<file path="config.mk">
export PLATFORM = sky130hd
export DESIGN_NAME = wdog_evt_reload
export DESIGN_NICKNAME = d
export VERILOG_FILES = /design/src/rtl/wdog_pkg.sv /design/src/rtl/wdog_debounce.sv /design/src/rtl/wdog_blinker.sv /design/src/rtl/wdog_core.sv /design/src/rtl/wdog_evt_reload.sv
export SDC_FILE = /design/constraint.sdc
export NUM_CORES = 1
export LEC_CHECK = 0
export BUFFER_PORTS_ARGS = -buffer_cell sky130_fd_sc_hd__buf_2
export CORE_MARGIN = 5
export CORE_UTILIZATION = 45
export DETAILED_ROUTE_END_ITERATION = 8
export SLEW_MARGIN = 20
export SYNTH_ARGS = -nofsm -noshare
export SYNTH_HDL_FRONTEND = slang
export SYNTH_HIERARCHICAL = 1
export SYNTH_SLANG_ARGS = --single-unit
</file>
<file path="constraint.sdc">
create_clock -name clk -period 5.1 [get_ports clk]
set_input_delay 0.255 -clock clk [delete_from_list [all_inputs] [get_ports clk]]
set_output_delay 0.255 -clock clk [all_outputs]
set_load 0.03 [all_outputs]
</file>
<file path="src/rtl/wdog_pkg.sv">
package wdog_pkg;
    typedef enum logic [1:0] {
        ST_IDLE    = 2'd0,
        ST_COUNT   = 2'd1,
        ST_EXPIRED = 2'd2
    } wd_state_e;

    localparam logic [1:0] ADDR_CTRL0 = 2'd0;
    localparam logic [1:0] ADDR_CTRL1 = 2'd1;
    localparam logic [1:0] ADDR_TMO   = 2'd2;

    // address 0 fields
    localparam int C0_LED_ON_TMO = 3;
    localparam int C0_MOUSE_EN   = 2;
    localparam int C0_KBD_EN     = 1;
    // address 1 fields
    localparam int C1_RST_EN     = 3;
    localparam int C1_FORCE      = 2;
    localparam int C1_BLINK      = 1;
    localparam int C1_STATUS     = 0;
endpackage

</file>
<file path="src/rtl/wdog_debounce.sv">
module wdog_debounce #(
    parameter int DEB_CYCLES = 125
) (
    input  logic clk,
    input  logic rst_n,
    input  logic raw_i,
    output logic rise_o
);
    localparam int DW = $clog2(DEB_CYCLES + 1);
    localparam logic [DW-1:0] DEB_LAST = DW'(DEB_CYCLES - 1);

    logic meta_q, sync_q, filt_q;
    logic [DW-1:0] run_q;
    logic flip;

    assign flip   = (sync_q != filt_q) && (run_q == DEB_LAST);
    assign rise_o = flip && sync_q;

    always_ff @(posedge clk or negedge rst_n) begin
        if (!rst_n) begin
            meta_q <= 1'b0;
            sync_q <= 1'b0;
            filt_q <= 1'b0;
            run_q  <= '0;
        end else begin
            meta_q <= raw_i;
            sync_q <= meta_q;
            if (sync_q == filt_q) begin
                run_q <= '0;
            end else if (flip) begin
                filt_q <= sync_q;
                run_q  <= '0;
            end else begin
                run_q <= run_q + 1'b1;
            end
        end
    end

    // the filtered level never moves while it agrees with the input
    assert_filter_hold_R10: assert property (@(posedge clk) disable iff (!rst_n)
        (sync_q == filt_q) |=> $stable(filt_q));
    assert_rise_level_R10: assert property (@(posedge clk) disable iff (!rst_n)
        rise_o |=> filt_q);
endmodule

</file>
<file path="src/rtl/wdog_blinker.sv">
module wdog_blinker #(
    parameter int TICKS_PER_SEC = 1000000
) (
    input  logic clk,
    input  logic rst_n,
    input  logic tick_i,
    input  logic en_i,
    output logic led_o
);
    localparam int HALF = TICKS_PER_SEC / 2;
    localparam int HW   = (HALF > 1) ? $clog2(HALF) : 1;
    localparam logic [HW-1:0] HALF_LAST = HW'(HALF - 1);

    logic [HW-1:0] div_q;

    always_ff @(posedge clk or negedge rst_n) begin
        if (!rst_n) begin
            div_q <= '0;
            led_o <= 1'b0;
        end else if (!en_i) begin
            div_q <= '0;
            led_o <= 1'b0;
        end else if (tick_i) begin
            if (div_q == HALF_LAST) begin
                div_q <= '0;
                led_o <= ~led_o;
            end else begin
                div_q <= div_q + 1'b1;
            end
        end
    end

    assert_led_off_R14: assert property (@(posedge clk) disable iff (!rst_n)
        !en_i |=> !led_o);
    assert_led_hold_R12: assert property (@(posedge clk) disable iff (!rst_n)
        (en_i && !tick_i) |=> $stable(led_o));
endmodule

</file>
<file path="src/rtl/wdog_core.sv">
module wdog_core
    import wdog_pkg::*;
#(
    parameter int TICKS_PER_SEC = 1000000,
    parameter int CNT_W         = 8
) (
    input  logic             clk,
    input  logic             rst_n,
    input  logic             tick_i,
    input  logic             tmo_wr_i,
    input  logic [CNT_W-1:0] tmo_wdata_i,
    input  logic [CNT_W-1:0] tmo_reg_i,
    input  logic             sts_wr_i,
    input  logic             sts_wdata_i,
    input  logic             set_evt_i,
    input  logic             reload_evt_i,
    output logic             status_o
);
    localparam int PW = (TICKS_PER_SEC > 1) ? $clog2(TICKS_PER_SEC) : 1;
    localparam logic [PW-1:0] PRE_LAST = PW'(TICKS_PER_SEC - 1);

    wd_state_e state_q, state_d;
    logic [CNT_W-1:0] cnt_q, load_val;
    logic [PW-1:0]    pre_q;
    logic sec_tick, load_cnt;

    assign sec_tick = tick_i && (state_q == ST_COUNT) && (pre_q == PRE_LAST);

    // state register
    always_ff @(posedge clk or negedge rst_n) begin
        if (!rst_n) state_q <= ST_IDLE;
        else        state_q <= state_d;
    end

    // transitions
    always_comb begin
        state_d = state_q;
        if (set_evt_i) begin
            state_d = ST_EXPIRED;
        end else begin
            unique case (state_q)
                ST_IDLE: begin
                    if (sts_wr_i && sts_wdata_i)                 state_d = ST_EXPIRED;
                    else if (tmo_wr_i && tmo_wdata_i != '0)      state_d = ST_COUNT;
                end
                ST_COUNT: begin
                    if (sts_wr_i && sts_wdata_i)                 state_d = ST_EXPIRED;
                    else if (tmo_wr_i)                           state_d = (tmo_wdata_i != '0) ? ST_COUNT : ST_IDLE;
                    else if (reload_evt_i)                       state_d = ST_COUNT;
                    else if (sec_tick && cnt_q == CNT_W'(1))     state_d = ST_EXPIRED;
                end
                ST_EXPIRED: begin
                    if (sts_wr_i && !sts_wdata_i)                state_d = (tmo_reg_i != '0) ? ST_COUNT : ST_IDLE;
                end
                default: state_d = ST_IDLE;
            endcase
        end
    end

    // outputs
    always_comb begin
        status_o = (state_q == ST_EXPIRED);
        load_cnt = (state_d == ST_COUNT) &&
                   ((state_q != ST_COUNT) || tmo_wr_i || reload_evt_i);
        load_val = tmo_wr_i ? tmo_wdata_i : tmo_reg_i;
    end

    // countdown and second prescaler
    always_ff @(posedge clk or negedge rst_n) begin
        if (!rst_n) begin
            cnt_q <= '0;
            pre_q <= '0;
        end else if (load_cnt) begin
            cnt_q <= load_val;
            pre_q <= '0;
        end else if (state_q == ST_COUNT && tick_i) begin
            pre_q <= (pre_q == PRE_LAST) ? '0 : pre_q + 1'b1;
            if (sec_tick) cnt_q <= cnt_q - 1'b1;
        end
    end

    assert_count_down_R4: assert property (@(posedge clk) disable iff (!rst_n)
        (sec_tick && !load_cnt) |=> (cnt_q == $past(cnt_q) - CNT_W'(1)));
    assert_expire_R4: assert property (@(posedge clk) disable iff (!rst_n)
        (sec_tick && cnt_q == CNT_W'(1) && !tmo_wr_i && !reload_evt_i && !sts_wr_i) |=> status_o);
    assert_set_evt_R9: assert property (@(posedge clk) disable iff (!rst_n)
        set_evt_i |=> status_o);
    assert_no_reload_R8: assert property (@(posedge clk) disable iff (!rst_n)
        (status_o && !(sts_wr_i && !sts_wdata_i)) |=> status_o);
    assert_zero_idle_R5: assert property (@(posedge clk) disable iff (!rst_n)
        (tmo_wr_i && tmo_wdata_i == '0 && !status_o && !set_evt_i) |=> !status_o);
endmodule

</file>
<file path="src/rtl/wdog_evt_reload.sv">
module wdog_evt_reload
    import wdog_pkg::*;
#(
    parameter int TICKS_PER_SEC = 1000000,
    parameter int DEB_CYCLES    = 125
) (
    input  logic       clk,
    input  logic       rst_n,
    input  logic       tick_us,
    input  logic       reg_we,
    input  logic [1:0] reg_addr,
    input  logic [7:0] reg_wdata,
    output logic [7:0] reg_rdata,
    input  logic       mouse_irq,
    input  logic       kbd_irq,
    input  logic       kbd_rst_in,
    output logic       wdt_status,
    output logic       pwr_led
);
    localparam int CNT_W = 8;

    logic [3:1] c0_q;
    logic       rst_en_q, blink_q;
    logic [CNT_W-1:0] tmo_q;
    logic [1:0] irq_in, irq_prev, irq_rise;
    logic wr_c0, wr_c1, wr_tmo, force_wr, kbd_rst_rise, set_evt, reload_evt, blink_en;
    logic unused_wbits;

    assign unused_wbits = ^reg_wdata[7:4];
    assign wr_c0    = reg_we && (reg_addr == ADDR_CTRL0);
    assign wr_c1    = reg_we && (reg_addr == ADDR_CTRL1);
    assign wr_tmo   = reg_we && (reg_addr == ADDR_TMO);
    assign force_wr = wr_c1 && reg_wdata[C1_FORCE];

    assign irq_in     = {mouse_irq, kbd_irq};
    assign irq_rise   = irq_in & ~irq_prev;
    assign reload_evt = (irq_rise[1] && c0_q[C0_MOUSE_EN]) || (irq_rise[0] && c0_q[C0_KBD_EN]);
    assign set_evt    = force_wr || (kbd_rst_rise && rst_en_q);
    assign blink_en   = blink_q || (c0_q[C0_LED_ON_TMO] && wdt_status);

    always_ff @(posedge clk or negedge rst_n) begin
        if (!rst_n) begin
            c0_q     <= '0;
            rst_en_q <= 1'b0;
            blink_q  <= 1'b0;
            tmo_q    <= '0;
            irq_prev <= '0;
        end else begin
            irq_prev <= irq_in;
            if (wr_c0)  c0_q <= reg_wdata[3:1];
            if (wr_c1) begin
                rst_en_q <= reg_wdata[C1_RST_EN];
                blink_q  <= reg_wdata[C1_BLINK];
            end
            if (wr_tmo) tmo_q <= reg_wdata;
        end
    end

    always_comb begin
        reg_rdata = '0;
        unique case (reg_addr)
            ADDR_CTRL0: reg_rdata[3:1] = c0_q;
            ADDR_CTRL1: reg_rdata = {4'b0000, rst_en_q, 1'b0, blink_q, wdt_status};
            ADDR_TMO:   reg_rdata = tmo_q;
            default:    reg_rdata = '0;
        endcase
    end

    wdog_debounce #(.DEB_CYCLES(DEB_CYCLES)) u_deb (
        .clk(clk), .rst_n(rst_n), .raw_i(kbd_rst_in), .rise_o(kbd_rst_rise)
    );

    wdog_core #(.TICKS_PER_SEC(TICKS_PER_SEC), .CNT_W(CNT_W)) u_core (
        .clk(clk), .rst_n(rst_n), .tick_i(tick_us),
        .tmo_wr_i(wr_tmo), .tmo_wdata_i(reg_wdata), .tmo_reg_i(tmo_q),
        .sts_wr_i(wr_c1), .sts_wdata_i(reg_wdata[C1_STATUS]),
        .set_evt_i(set_evt), .reload_evt_i(reload_evt), .status_o(wdt_status)
    );

    wdog_blinker #(.TICKS_PER_SEC(TICKS_PER_SEC)) u_blink (
        .clk(clk), .rst_n(rst_n), .tick_i(tick_us), .en_i(blink_en), .led_o(pwr_led)
    );

    assert_force_sets_R9: assert property (@(posedge clk) disable iff (!rst_n)
        force_wr |=> wdt_status);
    assert_ctrl1_rsvd_R3: assert property (@(posedge clk) disable iff (!rst_n)
        (reg_addr == ADDR_CTRL1) |-> (reg_rdata[7:4] == 4'h0 && !reg_rdata[2]));
    assert_ctrl0_rsvd_R2: assert property (@(posedge clk) disable iff (!rst_n)
        (reg_addr == ADDR_CTRL0) |-> (reg_rdata[7:4] == 4'h0 && !reg_rdata[0]));
endmodule

</file>
# Word level (Yosys, flattened, before mapping)
# Index checks and enable logic that the tools add are counted.
word_totals:
  regBits: 75
  word_cells: 97
  output_inout_bits: 10
  inputBits: 17
op_classes:
  reduce_logical: 32
  bitwise_logic: 4
  n_mux: 29
  n_addsub: 4
  eq_ne: 14
ops:
  columns: ["operator", "count"]
  rows:
  - ["20-bit 2-to-1 mux", 3]
  - ["19-bit 2-to-1 mux", 3]
  - ["8-bit 2-to-1 mux", 4]
  - ["20-bit by 1-bit adder with 20-bit output (second input constant)", 1]
  - ["20-bit == test (second input constant)", 1]
  - ["19-bit by 1-bit adder with 19-bit output (second input constant)", 1]
  - ["19-bit == test (second input constant)", 1]
  - ["1-bit logical AND", 17]
  - ["2-bit 2-to-1 mux", 8]
  - ["8-bit nonzero test", 2]
  - ["7-bit 2-to-1 mux", 2]
  - ["3-bit case mux with 3 select lines", 1]
  - ["8-bit by 1-bit == test with 1-bit output (second input constant)", 1]
  - ["8-bit by 1-bit subtractor with 8-bit output (second input constant)", 1]
  - ["7-bit by 1-bit adder with 7-bit output (second input constant)", 1]
  - ["7-bit == test (second input constant)", 1]
  - ["2-bit by 1-bit == test with 1-bit output (second input constant)", 3]
  - ["2-bit case mux with 3 select lines", 1]
  - ["2-bit AND reduction", 3]
  - ["1-bit logical OR", 5]
  - ["1-bit 2-to-1 mux", 5]
  - ["2-bit == test (second input constant)", 2]
  - ["2-bit zero test", 2]
  - ["4-bit 2-to-1 mux", 1]
  - ["other kinds (10)", 13]

# Longest topological paths before layout
# Gate-level depths: netlist of run 1.
logic_depth:
  depth_word: 14
  depth_mapped: 12
  depth_no_buf: 10

# Cells and area by module
# Netlist of run 1, hierarchy kept.
modules_own_cells:
  columns: ["module", "cells_per_inst", "instances", "seq_area_each_um2", "area_per_inst_um2"]
  rows:
  - ["wdog_core", 204, 1, 750.7, 1870.5]
  - ["wdog_blinker", 117, 1, 500.5, 1112.3]
  - ["wdog_evt_reload", 57, 1, 375.4, 726.9]
  - ["wdog_debounce", 41, 1, 250.2, 445.4]

# Least setup slack after synthesis of run 1
# OpenSTA, ideal clock, no wires.
synth_path:
  path_type: "register to register"
  start: "register u_core.state_q[1]"
  end: "register u_blink.div_q[17]"
  path_slack_ps: 2836
  arrival_time_ps: 2134
  stages_incl_launch_ff: 10
  required_ps: 4970
  period_less_slack_ps: 2264
  setup_ps: 130
  cell_sequence: "dfrtp_1 -> inv_1 -> nor2_1 -> a21o_1 -> nor2b_4 -> buf_6 -> or4_4 -> nor4_4 -> xnor2_1 -> nor2_1"
synth_via:
  elab_chain_len: 4
synth_rtl:
  columns: ["item", "line", "rtl"]
  rows:
  - ["start: declaration", "wdog_core.sv:22", "wd_state_e state_q, state_d;"]
  - ["start signal: assignment", "wdog_core.sv:32", "else state_q <= state_d;"]
  - ["2-bit == test *", "wdog_core.sv:62", "status_o = (state_q == ST_EXPIRED);"]
  - ["net wdt_status", "wdog_evt_reload.sv:17", "output logic wdt_status,"]
  - ["1-bit logical AND *", "wdog_evt_reload.sv:39", "assign blink_en = blink_q || (c0_q[C0_LED_ON_TMO] && wdt_status);"]
  - ["1-bit logical OR *", "wdog_evt_reload.sv:39", null]
  - ["net blink_en", "wdog_evt_reload.sv:26", "logic wr_c0, wr_c1, wr_tmo, force_wr, kbd_rst_rise, set_evt, reload_evt, blink_en;"]
  - ["2-bit != test (no line) or 19-bit 2-to-1 mux (tied branches)", null, null]
  - ["end signal: assignment", "wdog_blinker.sv:28", "div_q <= div_q + 1'b1;"]
  - ["end: declaration", "wdog_blinker.sv:14", "logic [HW-1:0] div_q;"]
# The timed path passes the listed nets; every way through them passes the cells marked *.
# A chain may end at the register's enable or synchronous reset.

# Worst setup path after layout of run 1
layout_path:
  start: "input reg_addr[0]"
  end: "register u_core.pre_q[3]"
layout_via:
  elab_chain_len: 10
layout_rtl:
  columns: ["item", "line", "rtl"]
  rows:
  - ["start: declaration", "wdog_evt_reload.sv:11", "input logic [1:0] reg_addr,"]
  - ["2-bit == test *", "wdog_evt_reload.sv:32", "assign wr_tmo = reg_we && (reg_addr == ADDR_TMO);"]
  - ["1-bit logical AND *", "wdog_evt_reload.sv:32", null]
  - ["net wr_tmo", "wdog_evt_reload.sv:26", null]
  - ["1-bit logical AND", "wdog_core.sv:44", "else if (tmo_wr_i && tmo_wdata_i != '0) state_d = ST_COUNT;"]
  - ["2-bit 2-to-1 mux", "wdog_core.sv:44", null]
  - ["2-bit 2-to-1 mux", "wdog_core.sv:43", "if (sts_wr_i && sts_wdata_i) state_d = ST_EXPIRED;"]
  - ["2-bit case mux with 3 select lines", "wdog_core.sv:41", "unique case (state_q)"]
  - ["2-bit 2-to-1 mux", "wdog_core.sv:38", "if (set_evt_i) begin"]
  - ["2-bit by 1-bit == test with 1-bit output", "wdog_core.sv:63", "load_cnt = (state_d == ST_COUNT) &&"]
  - ["1-bit logical AND *", "wdog_core.sv:63", null]
  - ["20-bit 2-to-1 mux or 2-bit nonzero test (tied branches)", null, null]
  - ["end signal: assignment", "wdog_core.sv:77", "pre_q <= (pre_q == PRE_LAST) ? '0 : pre_q + 1'b1;"]
  - ["end: declaration", "wdog_core.sv:24", "logic [PW-1:0] pre_q;"]
# Marks and branches as above.

==> summary.md, run 1 <==
| Metric | Value |
|---|---|
| Core ar. | 0.00911 mm^2 |
| Mapped Nets | 446 |
| Async set-or-reset flop fraction in the synthesized netlist | 100% |
| Mean post-synth cell area | 9.92 um^2 |
| I/O pin count | 27 |
| Crit start category | primary input |
| Max-slew violation count | 0 |
| Final min period | 2.83 ns |
| CP Depth | 11 |
| Nets | 475 |
| WP data arrival | 3.06 ns |
| Cell area after placement | 0.00435 mm^2 |
| Worst-path fanout max | 21 |
| Sequential fraction of the synthesis area | 45.2% |
| First-pass GRT wire length | 15,400 um |
| PwrDens | 339 mW/mm^2 |
| Number of vias in the routed layout | 3,140 |
| Synth Flop Type | dfrtp_1 |
| Rows | 35 |
| Post-layout worst setup margin | 2.27 ns |
| R2R Setup Slk | 2.36 ns |
| Setup_tns | 0 ns |
| Ant diodes | 0 |
| Status | completed |
| Synth Warn # | 6 |
| Layout Skew | 0.00921 ns |
| CP required | 5.33 ns |
| DRC viols | 0 |
| Final wirelength | 8570 um |
| Setup crit end | u_core/pre_q[3] |
| FMAX | 353 MHz |
| Fillers | 854 |
| Antenna Violating Nets Remaining | 0 |
| Worst Tran Pin Value | 0.881 ns |
| Total gr overflow | 0 |
| Initial DRC Count | 125 |
| Post-DP HPWL | 6020 um |
| Number of synthesized flops with an enable pin | 0 |
| CTS tree | yes |
| Clock buffer count from CTS | 9 |
| Crit path kind | primary input to register |
| Skew-Pair Late Insertion Delay | 0.35 ns |
| Crit. Startpoint | reg_addr[0] |
| Hold Crit Class | primary input to register |
| Critical-path cell list | buf_2, inv_1, ha_1, nand2_4, inv_1, nor2_1, a22oi_1, and3b_1, o21a_1, nand2b_1, nor2_1 |
| Bufs and invs on worst path | 3 |
| Pleak | 2.04 nW |
| Share of cells above drive strength 1 | 16.8% |
| Via/cell ratio | 5.57 |
| Hold wc startpoint | mouse_irq |
| GPL Wtd Cong | 0.776 |
| Cell family with most CP delay | simple AND/OR/NAND/NOR gates |
| RSZ-0062 raised after global routing | no |
| GRT Total Usage | 16.7% |
| FF+latch count, synth | 75 |
| CP Capture Type | register |
| Vias in the first global route | 3,193 |
| Register-to-Register Path Depth | 9 |
| Final instance area | 0.00462 mm^2 |
| Reg2reg end | u_core/pre_q[3] |
| Clock Sinks | 75 |
| Final hold violations | 0 |
| Hold_ws | 0.0226 ns |
| Pre-CTS setup slack | 1.96 ns |
| P&R area growth vs syn | 11.2% |
| Setup violators final | 0 |
| Die H | 106 um |
| Max clock buf depth | 2 |
| Commonest non-fill, non-tap cell in the layout | dfrtp_1 |
| Crit-path slowest cell | o21a_1 |
| Starting Density | 45.6% |
| Final period util | 55.5% |
| Initial antenna violation count | 0 |
| Wire per inst | 15.2 um |
| CTS root buf | clkbuf_8 |
| Die W | 106 um |
| Mapped Area | 0.00416 mm^2 |
| Largest net degree at the start of global routing | 76 |
| Maximum VDD drop | 176 uV |
| Cell count after synthesis | 419 |
| DIE AREA | 0.0113 mm^2 |
| H-tree Lvls | 3 |
| IO Port Bufs | 26 |
| Rel. slew slack | 40.8% |
| Worst-path clk slew | 0.08 ns |
| Max Cap Violations | 0 |
| Most frequent cells in the layout | 75 x dfrtp_1, 52 x nor2_1, 30 x nand2_1 |
| R2r startpoint | u_deb/run_q[0] |
| CP max stage delay | 0.70 ns |
| # resized after CTS | 0 |
| Synth unique cells | 61 |
| First-pass detailed-route iteration total | 4 |
==> state kept, by name, indices dropped and copies added (netlist names), 2 cells and up <==
name            count
u_blink/div_q      19
u_deb/run_q         7
u_core/cnt_q        8
u_core/state_q      2
irq_prev            2
u_core/pre_q       20
c0_q                3
tmo_q               8
==> cell type report <==
cell class | instances | area [um^2] | share of cell area, %
Multi-Input combinational cell | 320 | 2160 | 46.7
Sequential cell | 75 | 1880 | 40.6
Timing Repair Buffer | 29 | 173 | 3.74
Tap cell | 111 | 139 | 3.01
Clock buffer | 10 | 138 | 2.98
Clock inverter | 6 | 88.8 | 1.92
Inverter | 13 | 48.8 | 1.06
==> cell usage after synthesis (12+ instances only) <==
cell | number | area [um^2]
xor2_1 | 16 | 140
nand4_1 | 12 | 75.1
nor2_1 | 52 | 195
inv_1 | 13 | 48.8
xnor2_1 | 17 | 149
mux2_2 | 15 | 169
o21ai_0 | 15 | 75.1
mux2i_1 | 14 | 140
nor3_1 | 14 | 70.1
nand3_1 | 22 | 110
a21oi_1 | 13 | 65.1
dfrtp_1 | 75 | 1880
nand2_1 | 30 | 113
==> where the power goes <==
part	internal [mW]	switching (mW)	total, mW
combinational	0.132	0.179	0.310
sequential	0.668	0.0759	0.744
clock	0.289	0.222	0.510
==> per-layer routing <==
layer	share of wire, %	GRT usage (%)	up-vias
li1	-	-	1558
met1	49	23.3	1534
met2	48	26.5	42
met3	2.5	2.43	6
met4	0.90	5.92	0
met5	0	0	-
==> per-stage QoR <==
stage	cells	power (mW)	util, %
final	564	1.56	50.7
after global placement	545	1.06	47.8
after detailed placement	545	1.06	47.8
after global routing	564	1.67	50.7
after CTS	562	1.59	50.4
after floorplan	419	0.972	-
==> logic make-up after synthesis <==
family / share of synthesized area, %
AND/OR/NAND/NOR: 26.0
AO/OA/AOI/OAI: 8.07
flip-flops: 45.2
XOR/XNOR: 6.96
multiplexers: 7.80
adder cells (fa/ha/maj): 3.01
buffers and inverters: 2.95
==> worst min-delay path by stage <==
stage / slack [ns] / cells past startpoint / end
6_report: 0.02 / 1 / irq_prev[1]
2_1_floorplan: -0.04 / 0 / blink_q
3_3_place_gp: 0.35 / 0 / u_deb/sync_q
5_1_grt: 0.004 / 1 / irq_prev[1]
4_1_cts: 0.003 / 1 / irq_prev[1]
3_5_place_dp: 0.35 / 0 / u_deb/sync_q
==> timing repair <==
item	4_1_cts	5_1_grt
hold endpoints to repair	1	35
hold buffers	1	1
setup buffers	0	0
Power figures use the tool's default switching activity.
==> inputs of run 2 (changes only) <==
clock period = 2.9 ns   (was 5.1 ns; I/O delays follow)
==> run 2 against run 1 <==
Sequential power grew 76%. Global-route usage down 0.42 points. Count of clock-buffer cells in the layout grew 2. Largest cell class unchanged. Non-clock buffer count increased by 6. First-iteration DRC count shrank 30%. Core utilization fell by 0.096 points. Clock skew up 0.0028 ns. Critical path depth is 3 lower. Highest routed layer unchanged. Setup slack worse by 1.7 ns.
==> summary.md, run 2 (same netlist as run 1, synthesis figures left out) <==
| Metric | Value |
|---|---|
| Via/cell ratio | 5.59 |
| Largest net degree at the start of global routing | 76 |
| Layout Skew | 0.0120 ns |
| Area occupied by multi-input gates | 0.00216 mm^2 |
| Die W | 106 um |
| Final hold violations | 0 |
| Setup_tns | 0 ns |
| GPL Wtd Cong | 0.810 |
| Vias in the first global route | 3,208 |
| CP Capture Type | register |
| Max clock buf depth | 2 |
| Post-layout worst setup margin | 0.585 ns |
| Most frequent cells in the layout | 75 x dfrtp_1, 52 x nor2_1, 30 x nand2_1 |
| Max-slew violation count | 0 |
| Maximum VDD drop | 301 uV |
| CTS tree | yes |
| IO Port Bufs | 26 |
| Share of cells above drive strength 1 | 17.2% |
| Largest Register | u_core/pre_q |
| Skew-Pair Late Insertion Delay | 0.35 ns |
| Commonest non-fill, non-tap cell in the layout | dfrtp_1 |
| Flop pwr share | 50.3% |
| FMAX | 432 MHz |
| P&R area growth vs syn | 11.0% |
| Net switching power | 833 uW |
| CP required | 3.12 ns |
| DRC viols | 0 |
| Post-DP HPWL | 6120 um |
| Nets | 481 |
| Fillers | 875 |
| WP data arrival | 2.54 ns |
| Max FFs per register | 20 |
| Sequential cell area | 0.00188 mm^2 |
| First-pass detailed-route iteration total | 4 |
| Tot Pwr | 2.60 mW |
| CTS root buf | clkbuf_8 |
| Starting Density | 45.6% |
| Setup violators final | 0 |
| Final wirelength | 8410 um |
| Wire per inst | 14.8 um |
| Hold path depth | 2 |
| Internal power | 1.77 mW |
| Max Cap Violations | 0 |
| Clock Power Share | 28.4% |
| Crit path kind | register to register |
| RSZ-0062 raised after global routing | no |
| GRT Total Usage | 16.3% |
| Rel. slew slack | 36.2% |
| Comb power frac | 21.4% |
| Worst-path clk slew | 0.08 ns |
| Worst Tran Pin Value | 0.957 ns |
| Number of vias in the routed layout | 3,184 |
| Crit start category | register |
| Antenna Violating Nets Remaining | 0 |
| Pleak | 2.04 nW |
| Die H | 106 um |
| DIE AREA | 0.0113 mm^2 |
| Postcts setup bufs | 0 |
| H-tree Lvls | 3 |
| Total gr overflow | 0 |
| Hold Crit Class | primary input to register |
| Top Registers | u_core/pre_q x20, u_blink/div_q x19 |
| Initial antenna violation count | 0 |
| Clock Sinks | 75 |
| Final min period | 2.31 ns |
| Core ar. | 0.00911 mm^2 |
| I/O pin count | 27 |
| Initial DRC Count | 87 |
| Rows | 35 |
| First-pass GRT wire length | 15,000 um |
| Status | completed |
| Ant diodes | 0 |
| Pre-CTS setup slack | 0.551 ns |
| Switching Fraction | 32.0% |
| PwrDens | 564 mW/mm^2 |
| R2R Setup Slk | 0.59 ns |
| Register-to-Register Path Depth | 8 |
| Worst-path fanout max | 10 |
| Final period util | 79.8% |
| Clock buffer count from CTS | 9 |
-- run 2: worst paths after layout --
path / startpoint / endpoint
max reg2reg: u_core/state_q[1] / u_blink/div_q[11]
min reg2reg: u_deb/meta_q / u_deb/sync_q
min in group asynchronous: rst_n / u_deb/run_q[2]
max: u_core/state_q[1] / u_blink/div_q[11]
min: reg_wdata[7] / tmo_q[7]
max in group asynchronous: rst_n / u_blink/div_q[6]
-- run 2: what timing repair did --
action,in CTS,in global routing
resized for setup,0,0
endpoints found under the hold margin,41,0
hold buffers,4,0
-- run 2: final cells by class --
| cell class | instances | share of cell area, % |
|---|---|---|
| Multi-Input combinational cell | 320 | 46.8 |
| Sequential cell | 75 | 40.7 |
| Timing Repair Buffer | 35 | 4.56 |
| Clock buffer | 12 | 3.36 |
| Tap cell | 111 | 3.01 |
| Inverter | 13 | 1.06 |
| Clock inverter | 4 | 0.543 |
-- run 2: metal layers --
| layer | track usage [%] | vias up | share of wire [%] |
|---|---|---|---|
| met5 | 0 | - | 0 |
| met4 | 6.11 | 0 | 1.1 |
| met3 | 2.61 | 5 | 3.2 |
| met2 | 25.7 | 50 | 47 |
| met1 | 22.5 | 1561 | 49 |
| li1 | - | 1568 | - |
-- run 2: power by group through the flow --
stage                     registers (mW)  logic [mW]  clock network [mW]
after floorplan                     1.29       0.417                   0
after global placement              1.33       0.547                   0
after detailed placement            1.33       0.556                   0
after CTS                           1.31       0.563               0.768
after global routing                1.33       0.626               0.813
final                               1.31       0.555               0.737
-- run 2: worst max-delay path, stage by stage (launching register included) --
cell     delay, ns
dfrtp_1       0.42
inv_1         0.13
nor2_1        0.10
a21o_1        0.29
nor2b_4       0.20
nor4_1        0.62
and3_1        0.27
xnor2_1       0.12
nor2_1        0.05
-- run 2: metrics by stage --
stage | utilization (%) | cell area (um^2) | instances | hold slack [ns]
2_1_floorplan | - | 4160 | 419 | -0.151
3_3_place_gp | 48.2 | 4390 | 550 | 0.255
3_5_place_dp | 48.2 | 4390 | 550 | 0.255
4_1_cts | 50.6 | 4610 | 570 | 0.0544
5_1_grt | 50.6 | 4610 | 570 | 0.0615
6_report | 50.6 | 4610 | 570 | 0.0721
